==> config.mk <==
export PLATFORM = sky130hd
export DESIGN_NAME = sleep_resync_calc
export DESIGN_NICKNAME = d
export VERILOG_FILES = /design/src/rtl/resync_pkg.sv /design/src/rtl/sleep_tick_scaler.sv /design/src/rtl/restoring_divider.sv /design/src/rtl/sleep_resync_calc.sv
export SDC_FILE = /design/constraint.sdc
export NUM_CORES = 1
export LEC_CHECK = 0
export ABC_CLOCK_PERIOD_IN_PS = 17580
export BUFFER_PORTS_ARGS = -buffer_cell sky130_fd_sc_hd__buf_2
export CORE_ASPECT_RATIO = 2
export CORE_MARGIN = 5
export CORE_UTILIZATION = 50
export CTS_BUF_LIST = sky130_fd_sc_hd__clkbuf_16
export DETAILED_ROUTE_END_ITERATION = 7
export PLACE_DENSITY_LB_ADDON = 0.1
export RECOVER_POWER = 100
export SYNTH_ARGS = -nofsm -noshare
export SYNTH_HDL_FRONTEND = slang
export SYNTH_SLANG_ARGS = --single-unit
==> constraint.sdc <==
create_clock -name clk_i -period 17.58 [get_ports clk_i]
set_input_delay 2.637 -clock clk_i [delete_from_list [all_inputs] [get_ports clk_i]]
set_output_delay 2.637 -clock clk_i [all_outputs]
set_load 0.005 [all_outputs]
==> src/rtl/resync_pkg.sv <==
package resync_pkg;
  typedef enum logic [1:0] {
    ST_IDLE,
    ST_SCALE,
    ST_DIV_T,
    ST_DIV_O
  } resync_state_e;
endpackage

==> src/rtl/sleep_tick_scaler.sv <==
module sleep_tick_scaler #(
  parameter int ST_W        = 24,
  parameter int TMR_W       = 16,
  parameter int CNT_W       = 40,
  parameter int RATIO_NUM   = 15625,
  parameter int RATIO_SHIFT = 4,
  parameter int OVERHEAD    = 86
) (
  input  logic [ST_W-1:0]  st_now_i,
  input  logic [ST_W-1:0]  st_saved_i,
  input  logic [TMR_W-1:0] tmr_saved_i,
  output logic [CNT_W-1:0] ticks_o
);
  logic [ST_W-1:0]  delta;
  logic [CNT_W-1:0] elapsed;
  logic [CNT_W-1:0] prod;
  logic [CNT_W-1:0] scaled;

  always_comb begin
    delta   = st_now_i - st_saved_i;
    // zero difference means the sleep timer went all the way round
    elapsed = (delta == '0) ? (CNT_W'(1) << ST_W) : CNT_W'(delta);
    prod    = elapsed * CNT_W'(RATIO_NUM);
  end

  generate
    if (RATIO_SHIFT > 0) begin : g_round
      assign scaled = (prod + (CNT_W'(1) << (RATIO_SHIFT - 1))) >> RATIO_SHIFT;
    end else begin : g_exact
      assign scaled = prod;
    end
  endgenerate

  assign ticks_o = scaled + CNT_W'(tmr_saved_i) + CNT_W'(OVERHEAD);
endmodule

==> src/rtl/restoring_divider.sv <==
module restoring_divider #(
  parameter int DIVIDEND_W = 41,
  parameter int DIVISOR_W  = 24
) (
  input  logic                  clk_i,
  input  logic                  rst_ni,
  input  logic                  load_i,
  input  logic [DIVIDEND_W-1:0] dividend_i,
  input  logic [DIVISOR_W-1:0]  divisor_i,
  output logic                  done_o,
  output logic [DIVIDEND_W-1:0] quot_o,
  output logic [DIVISOR_W-1:0]  rem_o
);
  localparam int CW = $clog2(DIVIDEND_W + 1);

  logic [DIVIDEND_W-1:0] quot_q;
  logic [DIVISOR_W-1:0]  rem_q;
  logic [DIVISOR_W-1:0]  dvs_q;
  logic [CW-1:0]         cnt_q;
  logic                  run_q;
  logic [DIVISOR_W:0]    trial;
  logic [DIVISOR_W:0]    diff;
  logic                  fits;

  always_comb begin
    trial = {rem_q, quot_q[DIVIDEND_W-1]};
    diff  = trial - {1'b0, dvs_q};
    fits  = (trial >= {1'b0, dvs_q});
  end

  always_ff @(posedge clk_i or negedge rst_ni) begin
    if (!rst_ni) begin
      quot_q <= '0;
      rem_q  <= '0;
      dvs_q  <= '0;
      cnt_q  <= '0;
      run_q  <= 1'b0;
    end else if (load_i) begin
      quot_q <= dividend_i;
      rem_q  <= '0;
      dvs_q  <= divisor_i;
      cnt_q  <= CW'(DIVIDEND_W);
      run_q  <= 1'b1;
    end else if (run_q) begin
      if (cnt_q != '0) begin
        rem_q  <= fits ? diff[DIVISOR_W-1:0] : trial[DIVISOR_W-1:0];
        quot_q <= {quot_q[DIVIDEND_W-2:0], fits};
        cnt_q  <= cnt_q - CW'(1);
      end else begin
        run_q <= 1'b0;
      end
    end
  end

  assign done_o = run_q && (cnt_q == '0);
  assign quot_o = quot_q;
  assign rem_o  = rem_q;
endmodule

==> src/rtl/sleep_resync_calc.sv <==
module sleep_resync_calc #(
  parameter int ST_W        = 24,
  parameter int TMR_W       = 16,
  parameter int OVF_W       = 24,
  parameter int CNT_W       = 40,
  parameter int RATIO_NUM   = 15625,
  parameter int RATIO_SHIFT = 4,
  parameter int OVERHEAD    = 86
) (
  input  logic             clk_i,
  input  logic             rst_ni,
  input  logic             start_i,
  input  logic [ST_W-1:0]  st_now_i,
  input  logic [ST_W-1:0]  st_saved_i,
  input  logic [TMR_W-1:0] tmr_saved_i,
  input  logic [OVF_W-1:0] ovf_saved_i,
  input  logic [TMR_W-1:0] period_i,
  input  logic [OVF_W-1:0] ovf_period_i,
  output logic             busy_o,
  output logic             done_o,
  output logic             err_o,
  output logic [TMR_W-1:0] timer_o,
  output logic [OVF_W-1:0] ovf_cnt_o
);
  import resync_pkg::*;

  localparam int DIV_W = CNT_W + 1;
  localparam int REM_W = (TMR_W > OVF_W) ? TMR_W : OVF_W;

  resync_state_e state_q;

  logic [ST_W-1:0]  now_q, saved_q;
  logic [TMR_W-1:0] tsav_q, per_q, tmr_tmp_q, timer_q;
  logic [OVF_W-1:0] osav_q, operiod_q, ovf_q;
  logic             done_q, err_q;

  logic [CNT_W-1:0] ticks;
  logic             div_load, div_done;
  logic [DIV_W-1:0] div_dividend, div_quot;
  logic [REM_W-1:0] div_divisor, div_rem;
  logic             bad_period;

  sleep_tick_scaler #(
    .ST_W(ST_W), .TMR_W(TMR_W), .CNT_W(CNT_W),
    .RATIO_NUM(RATIO_NUM), .RATIO_SHIFT(RATIO_SHIFT), .OVERHEAD(OVERHEAD)
  ) u_scaler (
    .st_now_i   (now_q),
    .st_saved_i (saved_q),
    .tmr_saved_i(tsav_q),
    .ticks_o    (ticks)
  );

  restoring_divider #(.DIVIDEND_W(DIV_W), .DIVISOR_W(REM_W)) u_div (
    .clk_i     (clk_i),
    .rst_ni    (rst_ni),
    .load_i    (div_load),
    .dividend_i(div_dividend),
    .divisor_i (div_divisor),
    .done_o    (div_done),
    .quot_o    (div_quot),
    .rem_o     (div_rem)
  );

  assign bad_period = (per_q == '0) || (operiod_q == '0);

  // divider feed: timer period first, then overflow period
  always_comb begin
    div_load     = 1'b0;
    div_dividend = DIV_W'(ticks);
    div_divisor  = REM_W'(per_q);
    if (state_q == ST_SCALE && !bad_period) begin
      div_load = 1'b1;
    end else if (state_q == ST_DIV_T && div_done) begin
      div_load     = 1'b1;
      div_dividend = DIV_W'(div_quot[CNT_W-1:0]) + DIV_W'(osav_q);
      div_divisor  = REM_W'(operiod_q);
    end
  end

  always_ff @(posedge clk_i or negedge rst_ni) begin
    if (!rst_ni) begin
      state_q   <= ST_IDLE;
      now_q     <= '0;
      saved_q   <= '0;
      tsav_q    <= '0;
      osav_q    <= '0;
      per_q     <= '0;
      operiod_q <= '0;
      tmr_tmp_q <= '0;
      timer_q   <= '0;
      ovf_q     <= '0;
      done_q    <= 1'b0;
      err_q     <= 1'b0;
    end else begin
      done_q <= 1'b0;
      err_q  <= 1'b0;
      unique case (state_q)
        ST_IDLE: begin
          if (start_i) begin
            now_q     <= st_now_i;
            saved_q   <= st_saved_i;
            tsav_q    <= tmr_saved_i;
            osav_q    <= ovf_saved_i;
            per_q     <= period_i;
            operiod_q <= ovf_period_i;
            state_q   <= ST_SCALE;
          end
        end
        ST_SCALE: begin
          if (bad_period) begin
            done_q  <= 1'b1;
            err_q   <= 1'b1;
            state_q <= ST_IDLE;
          end else begin
            state_q <= ST_DIV_T;
          end
        end
        ST_DIV_T: begin
          if (div_done) begin
            tmr_tmp_q <= div_rem[TMR_W-1:0];
            state_q   <= ST_DIV_O;
          end
        end
        ST_DIV_O: begin
          if (div_done) begin
            timer_q <= tmr_tmp_q;
            ovf_q   <= div_rem[OVF_W-1:0];
            done_q  <= 1'b1;
            state_q <= ST_IDLE;
          end
        end
        default: state_q <= ST_IDLE;
      endcase
    end
  end

  assign busy_o    = (state_q != ST_IDLE);
  assign done_o    = done_q;
  assign err_o     = err_q;
  assign timer_o   = timer_q;
  assign ovf_cnt_o = ovf_q;
endmodule

### Word level (Yosys, flattened, before mapping)

Cells that the tools add are included.

* $add $sub $neg: 7
* multiplexer cells: 29
* reduce and logical (&&, ||, !) cells: 19
* multiply operators: 1
* magnitude comparators: 1
* eq/ne operators: 6

Operators with widths (number)
* 2-to-1 mux 41 bit: 5
* 2-to-1 mux 24 bit: 6
* logical NOT 24 bit: 2
* subtractor 24 bit: 2
* adder 40 x 24 -> 41 bit: 1
* adder 40 x 4 -> 40 bit (second input constant): 1
* multiplier 40 x 14 -> 40 bit (second input constant): 1
* adder 37 x 7 -> 38 bit (second input constant): 1
* adder 36 x 16 -> 37 bit: 1
* >= comparator 25 x 24 -> 1 bit: 1
* 2-to-1 mux 25 bit: 1
* 2-to-1 mux 6 bit: 3
* logical NOT 16 bit: 1
* 2-to-1 mux 1 bit: 8
* 2-to-1 mux 2 bit: 4
* case mux 2 bit (4 select lines): 1
* AND reduction 2 bit: 4
* logical NOT 6 bit: 1
* inequality test 2 bit (second input constant): 3
* nonzero test 2 bit: 3
* nonzero test 6 bit: 1
* subtractor 6 x 1 -> 6 bit (second input constant): 1
* equality test 2 bit (second input constant): 2
* logical AND 1 bit: 3
* other kinds (6): 6

* register bits after elaboration: 284
* logic and storage cells: 80
* output and inout port bits: 43

### Depth between registers and ports, before layout

Gate-level depths: netlist of the first run.

* word-level depth: 10
* depth in mapped cells: 36
* mapped depth without buffers: 35

### By module

A second synthesis of the first run with hierarchy kept.

* cells, all modules: 2538
* area, all modules: 23916.7 um^2

By module, submodules not included
* sleep_resync_calc: times used 1, area an instance 9200.1 um^2, sequential area each 4704.5 um^2, cells each 820
* sleep_tick_scaler: times used 1, area an instance 9118.7 um^2, sequential area each 0.0 um^2, cells each 1107
* restoring_divider: times used 1, area an instance 5597.9 um^2, sequential area each 2402.3 um^2, cells each 611

### Worst setup path before layout of the first run

OpenSTA, ideal clock, no wires.

* path type: reg2reg
* from: reg saved_q[0]
* to: reg u_div.quot_q[30] (netlist: u_div.quot_o[30])
* stages on the path, launching flop included: 34
* setup time: 0.095 ns
* data required time: 17.485 ns
* data arrival time: 8.430 ns
* setup slack: 9.055 ns
* cell sequence: dfrtp_1 > ha_1 > fa_1 > xor2_1 > inv_1 > fa_1 > inv_1 > fa_1 > inv_1 > fa_1 > fa_1 > ha_1 > inv_1 > fa_1 > inv_1 > ha_1 > clkbuf_1 > a21o_1 > a31o_1 > a221oi_2 > nor2_1 > nor2_1 > xnor2_1 > ha_1 > ha_1 > o21a_1 > nor2_1 > or3b_1 > and4bb_1 > and2_1 > nand4_1 > or3_1 > a21o_1 > o31ai_1

* longest elaborated chain between the ends: 10

RTL lines
* start, declared: RTL line sleep_resync_calc.sv:32 `logic [ST_W-1:0] now_q, saved_q;`
* start signal, assigned: RTL line sleep_resync_calc.sv:101 `saved_q <= st_saved_i;`
* subtractor 24 bit (*): RTL line sleep_tick_scaler.sv:20 `delta = st_now_i - st_saved_i;`
* logical NOT 24 bit: RTL line sleep_tick_scaler.sv:22 `elapsed = (delta == '0) ? (CNT_W'(1) << ST_W) : CNT_W'(delta);`
* 2-to-1 mux 25 bit (*): RTL line sleep_tick_scaler.sv:22
* multiplier 40 x 14 -> 40 bit (*): RTL line sleep_tick_scaler.sv:23 `prod = elapsed * CNT_W'(RATIO_NUM);`
* adder 40 x 4 -> 40 bit (*): RTL line sleep_tick_scaler.sv:28 `assign scaled = (prod + (CNT_W'(1) << (RATIO_SHIFT - 1))) >> RATIO_SHIFT;`
* adder 36 x 16 -> 37 bit (*): RTL line sleep_tick_scaler.sv:34 `assign ticks_o = scaled + CNT_W'(tmr_saved_i) + CNT_W'(OVERHEAD);`
* adder 37 x 7 -> 38 bit (*): RTL line sleep_tick_scaler.sv:34
* 2-to-1 mux 41 bit: RTL line sleep_resync_calc.sv:73 `end else if (state_q == ST_DIV_T && div_done) begin`
* 2-to-1 mux 41 bit (*): RTL line sleep_resync_calc.sv:71 `if (state_q == ST_SCALE && !bad_period) begin`
* 2-to-1 mux 41 bit (*): RTL line restoring_divider.sv:38 `end else if (load_i) begin`
* end signal, assigned: RTL line restoring_divider.sv:39 `quot_q <= dividend_i;`
* end signal, assigned: RTL line restoring_divider.sv:47 `quot_q <= {quot_q[DIVIDEND_W-2:0], fits};`
* end, declared: RTL line restoring_divider.sv:16 `logic [DIVIDEND_W-1:0] quot_q;`

Mark *: on every way between the ends. The rest lies on a longest branch, timed or not.
A chain may end at the register's enable or synchronous reset.

### Final worst setup path of the first run

* from: reg saved_q[1]
* to: reg u_div.quot_q[34] (netlist: u_div.quot_o[34])

The elaborated chain is that of the path after synthesis.

==> results.json, run 1 <==
{
  "r2r_cells": 35,
  "fmax_ghz": 0.0974,
  "die_w_microns": 159,
  "syn_to_final_growth_pct": 10.5,
  "violations": "max-capacitance violations, max-slew violations",
  "tightestPinTransition_ns": 5.44,
  "wl_mm": 61.5,
  "status": "finished, violations left",
  "required_ns": 17.97,
  "synth_top_area_cell": "dfrtp_1",
  "cts.sinks": 284,
  "r2r_end": "u_div.quot_o[34]",
  "dp_slack_ns": 8.12,
  "hold_start": "tmr_tmp_q[5]",
  "overflow": 0,
  "start_util_pct": 50.5,
  "layout_min_cycle_time_ns": 10.27,
  "drc": 0,
  "clockRootBuffer": "clkbuf_16",
  "grt_max_degree": 97,
  "cp.arrival_ns": 10.66,
  "die-area_sq_um": 49200,
  "ys_types": 93,
  "insertion_delay_ns": 0.57,
  "slew_viol_final": 646,
  "diodes": 0,
  "io_pins": 174,
  "synth_edf_count": 0,
  "grt_pass1_wl_mm": 99.2,
  "post-route-period-util_pct": 58.4,
  "cp-start-kind": "flip-flop",
  "drt_iter0_markers": 876,
  "globalplace.congestion": 0.944,
  "netlist_area_sq_um": 22300,
  "clk_pin_slew_ns": 0.06,
  "grt_pass1_vias": 18900,
  "synthMostInstantiatedCell": "dfrtp_1",
  "worst-setup-path-type": "reg -> reg",
  "cts_tree": "done",
  "slew_headroom_pct": -263,
  "cp_common_cell": "ha_1",
  "worstHoldEndpoint": "tmr_tmp_q[5]",
  "r2r_start": "saved_q[1]",
  "hold_buffers": 0,
  "syn_area_per_cell_sq_um": 9.74,
  "io_buffers": 173,
  "hold_violations": 0,
  "cts_setup_buffers": 0,
  "die_y_microns": 309,
  "dpl.hpwl_mm": 49.5,
  "yosysTopAreaCellShare_pct": 31.8,
  "slowest_stage": "a221oi_1",
  "async_reset_ff_share_pct": 100,
  "worst-path-max-fanout": 8,
  "wl_per_cell_microns": 20.5,
  "rows": 109,
  "htree_num_levels": 1,
  "antenna_found_initial": 0,
  "synth-seq-cells": 284,
  "layout-drive-gt1-share_pct": 15.2,
  "setup_tns_ns": 0,
  "ff2ff_setup_slack_ns": 7.31,
  "ant_nets": 0,
  "rsz0062_at_grt": "no",
  "yosysSeqAreaShare_pct": 31.8,
  "drt_first_pass_iters": 6,
  "cts_resized": 0,
  "fin_ws_ns": 7.31,
  "max_stage_delay_ns": 1.06,
  "synth_area_leaders": "dfrtp_1 (32%), ha_1 (13%), fa_1 (9.1%)",
  "finalSetupViolations": 0,
  "syn_inst": 2292,
  "min_path_cells": 2,
  "routed_via_density": 5.83,
  "min_path_type": "reg -> reg",
  "nFillCells": 4031,
  "clockBufferDepth": 3,
  "finalClockSkew_ns": 0.0226,
  "nets": 2898,
  "maxCapViolCount": 12,
  "core-area_sq_um": 44200,
  "numCtsBuffers": 28,
  "vias": 17500,
  "yosysWarningCount": 0,
  "worstSetupEndpointType": "flip-flop",
  "grt_usage_pct": 24.8,
  "synth_ff_type": "dfrtp_1",
  "synthTopCellsByCount": "dfrtp_1 (284), ha_1 (235), inv_1 (219)"
}
## worst max-delay path, delay by kind of cell (launching register included)
family                   cells  cell delay, ns
adder cells (fa/ha/maj)      9            3.53
AO/OA/AOI/OAI                7            2.13
AND/OR/NAND/NOR             10            2.12
XOR/XNOR                     4            1.25
buffers and inverters        5            0.67
flip-flops                   1            0.37
## flip-flops by register name, indices dropped and copies added, names as in the netlist, 16 cells and up, named ones only
name	flops
per_q	16
osav_q	24
now_q	24
operiod_q	24
saved_q	24
u_div.dvs_q	24
tmr_tmp_q	16
tsav_q	16
u_div.rem_o	24
u_div.quot_o	41
timer_o	16
ovf_cnt_o	24
## worst max-delay path by stage
stage	from	to	slack, ns	cells after the start
CTS	now_q[0]	u_div.quot_o[30]	8.06	34
floorplan	saved_q[0]	u_div.quot_o[30]	9.05	33
global route	saved_q[1]	u_div.quot_o[34]	6.66	35
detailed placement	now_q[0]	u_div.quot_o[34]	8.12	34
global placement	saved_q[1]	u_div.quot_o[35]	8.19	31
finish	saved_q[1]	u_div.quot_o[34]	7.31	35
## cells in the final DEF (no fill, tap or decap), types with 101 or more instances in the layout
master	instances
a21oi_1	114
nor2_1	105
buf_2	146
dfrtp_1	284
ha_1	235
fa_1	101
mux2_2	138
nand2_1	189
inv_1	220
o21ai_0	149
## stage by stage
step | area (sq um) | cells | hold WS, ns | utilization, %
floorplan | 22300 | 2293 | 0.442 | -
global placement | 23800 | 2956 | 0.456 | 53.8
detailed placement | 23800 | 2956 | 0.462 | 53.8
CTS | 24800 | 3006 | 0.478 | 56.1
global route | 24700 | 3006 | 0.499 | 55.8
finish | 24700 | 3006 | 0.473 | 55.8
## per-layer routing
metal / GRT usage [%] / part of all wire (%) / vias to the layer above
met5: 0 / 0 / -
met4: 13.2 / 6.3 / 0
met3: 2.20 / 2.7 / 127
met2: 50.7 / 58 / 365
met1: 23.9 / 33 / 8644
li1: - / - / 8385
## kinds of logic (layout without fill, tap and decap cells)
group                    Yosys count  count (layout)  synth area share [%]
XOR/XNOR                         124             124                  4.93
AO/OA/AOI/OAI                    569             569                  16.8
other                              1               2                0.0168
multiplexers                     161             161                  7.99
buffers and inverters            308             466                  5.18
adder cells (fa/ha/maj)          336             336                  22.2
AND/OR/NAND/NOR                  509             509                  11.0
flip-flops                       284             284                  31.8
## final cells by class
| type | count | area (sq um) | share of cell area [%] |
|---|---|---|---|
| inverters | 221 | 830 | 3.36 |
| well taps | 555 | 694 | 2.81 |
| clock buffers | 29 | 726 | 2.94 |
| multi-input cells | 1701 | 14100 | 57.1 |
| flip-flops and latches | 284 | 7110 | 28.8 |
| repair buffers | 195 | 952 | 3.86 |
| clock inverters | 21 | 274 | 1.11 |
Power of run 1 is not shown: default switching activity piles up to over one toggle a cycle in this logic, so the estimate is an artifact.
==> inputs of run 2 (changes only) <==
--- a/config.mk
+++ b/config.mk
@@ -5,7 +5,7 @@
 export SDC_FILE = /design/constraint.sdc
 export NUM_CORES = 1
 export LEC_CHECK = 0
-export ABC_CLOCK_PERIOD_IN_PS = 17580
+export ABC_CLOCK_PERIOD_IN_PS = 10000
 export BUFFER_PORTS_ARGS = -buffer_cell sky130_fd_sc_hd__buf_2
 export CORE_ASPECT_RATIO = 2
 export CORE_MARGIN = 5
==> constraint.sdc (replaced) <==
create_clock -name clk_i -period 10 [get_ports clk_i]
set_input_delay 1.5 -clock clk_i [delete_from_list [all_inputs] [get_ports clk_i]]
set_output_delay 1.5 -clock clk_i [all_outputs]
set_load 0.005 [all_outputs]
==> results.json, run 2 (synthesis gave the netlist of run 1 again) <==
{
  "finalClockSkew_ns": 0.0154,
  "nFillCells": 4040,
  "routed_via_density": 5.81,
  "rsz0062_at_grt": "no",
  "nets": 2907,
  "layout_min_cycle_time_ns": 9.38,
  "rows": 109,
  "cp-start-kind": "flip-flop",
  "die_y_microns": 309,
  "slowest_stage": "xor2_1",
  "hold_violations": 0,
  "layout-drive-gt1-share_pct": 15.5,
  "fin_util_pct": 55.8,
  "whs_ns": 0.470,
  "insertion_delay_ns": 0.57,
  "largest_reg_flops": 41,
  "clk_pin_slew_ns": 0.06,
  "clockBufferDepth": 3,
  "required_ns": 10.44,
  "fmax_ghz": 0.107,
  "seqCellArea_sq_um": 7110,
  "cts_tree": "done",
  "finalSetupViolations": 0,
  "drt_first_pass_iters": 5,
  "grt_usage_pct": 24.5,
  "globalplace.congestion": 0.941,
  "max_stage_delay_ns": 0.65,
  "cts_setup_buffers": 0,
  "start_util_pct": 50.5,
  "tightestPinTransition_ns": 4.95,
  "worstSetupEndpointType": "flip-flop",
  "diodes": 0,
  "slew_headroom_pct": -230,
  "wl_per_cell_microns": 20.3,
  "die-area_sq_um": 49200,
  "overflow": 0,
  "core-area_sq_um": 44200,
  "grt_pass1_wl_mm": 98.2,
  "die_w_microns": 159,
  "clockRootBuffer": "clkbuf_16",
  "grt_max_degree": 97,
  "final_common_cell": "dfrtp_1",
  "drc": 0,
  "cp_top_family": "adder cells",
  "multi_input_area_sq_um": 14100,
  "htree_num_levels": 1,
  "final_cell_mix": "dfrtp_1 (284), ha_1 (235), inv_1 (225), nand2_1 (189), o21ai_0 (148)",
  "post-route-period-util_pct": 93.8,
  "cts_resized": 0,
  "wl_mm": 61.3,
  "cp.arrival_ns": 9.82,
  "crit_buf_inv": 3,
  "slew_viol_final": 724,
  "numCtsBuffers": 28,
  "io_buffers": 173,
  "syn_to_final_growth_pct": 10.5,
  "violations": "max-capacitance violations, max-slew violations",
  "min_path_type": "reg -> reg",
  "cp_common_cell": "ha_1",
  "drt_iter0_markers": 847,
  "ant_nets": 0,
  "vias": 17500,
  "setup_tns_ns": 0,
  "hold_buffers": 0,
  "dpl.hpwl_mm": 49.2,
  "worst-setup-path-type": "reg -> reg",
  "grt_pass1_vias": 18800,
  "antenna_found_initial": 0,
  "status": "finished, violations left",
  "cts.sinks": 284,
  "maxCapViolCount": 13,
  "io_pins": 174,
  "worst-path-max-fanout": 8
}
## run 2: cell types whose count changed in the layout (fill, tap and decap cells not counted), sizes merged
cell	before	now
buf	156	161
bufinv	7	3
clkbuf	68	72
clkinv	14	11
clkinvlp	0	2
inv	221	227
## run 2: stage by stage
stage          worst slack [ns]  cell area [sq um]  instances
2_1_floorplan              1.47              22300       2293
3_3_place_gp              0.813              23800       2965
3_5_place_dp              0.626              23800       2965
4_1_cts                   0.541              24800       3016
5_1_grt                  0.0589              24700       3016
6_report                  0.622              24700       3016
## run 2: per-layer routing
metal | track usage, % | share of wire [%] | vias up
met2 | 49.5 | 57 | 404
met1 | 23.6 | 33 | 8561
met4 | 14.3 | 7.0 | 0
li1 | - | - | 8391
met3 | 2.29 | 2.9 | 162
met5 | 0 | 0 | -
## run 2: worst register-to-register path, delay by kind of cell (launching register included)
family / cells / cell delay, ns
simple gates: 9 / 2.08
compound gates: 9 / 2.19
xor+xnor: 2 / 0.83
flops: 1 / 0.38
fa+ha+maj: 9 / 3.60
buf+inv: 3 / 0.16
## run 2: cell type report
| type | count | area share [%] |
|---|---|---|
| clock inverter | 22 | 0.756 |
| timing repair buffer | 204 | 4.10 |
| tap | 555 | 2.82 |
| clock buffer | 29 | 2.94 |
| multi-input combinational | 1701 | 57.2 |
| sequential | 284 | 28.8 |
| inverter | 221 | 3.36 |
## run 2: path summary, 6_finish.rpt
kind	from	to	slack (ns)	depth (start not counted)
setup / recovery	saved_q[1]	u_div.quot_o[30]	0.62	32
max in group asynchronous	rst_ni	u_div.quot_o[17]	2.69	2
hold reg to reg	tmr_tmp_q[9]	tmr_tmp_q[9]	0.47	2
min in group asynchronous	rst_ni	timer_o[4]	2.70	1
hold / removal	tmr_tmp_q[9]	tmr_tmp_q[9]	0.47	2
setup reg to reg	saved_q[1]	u_div.quot_o[30]	0.62	32
Power of run 2 is left out for the same reason.
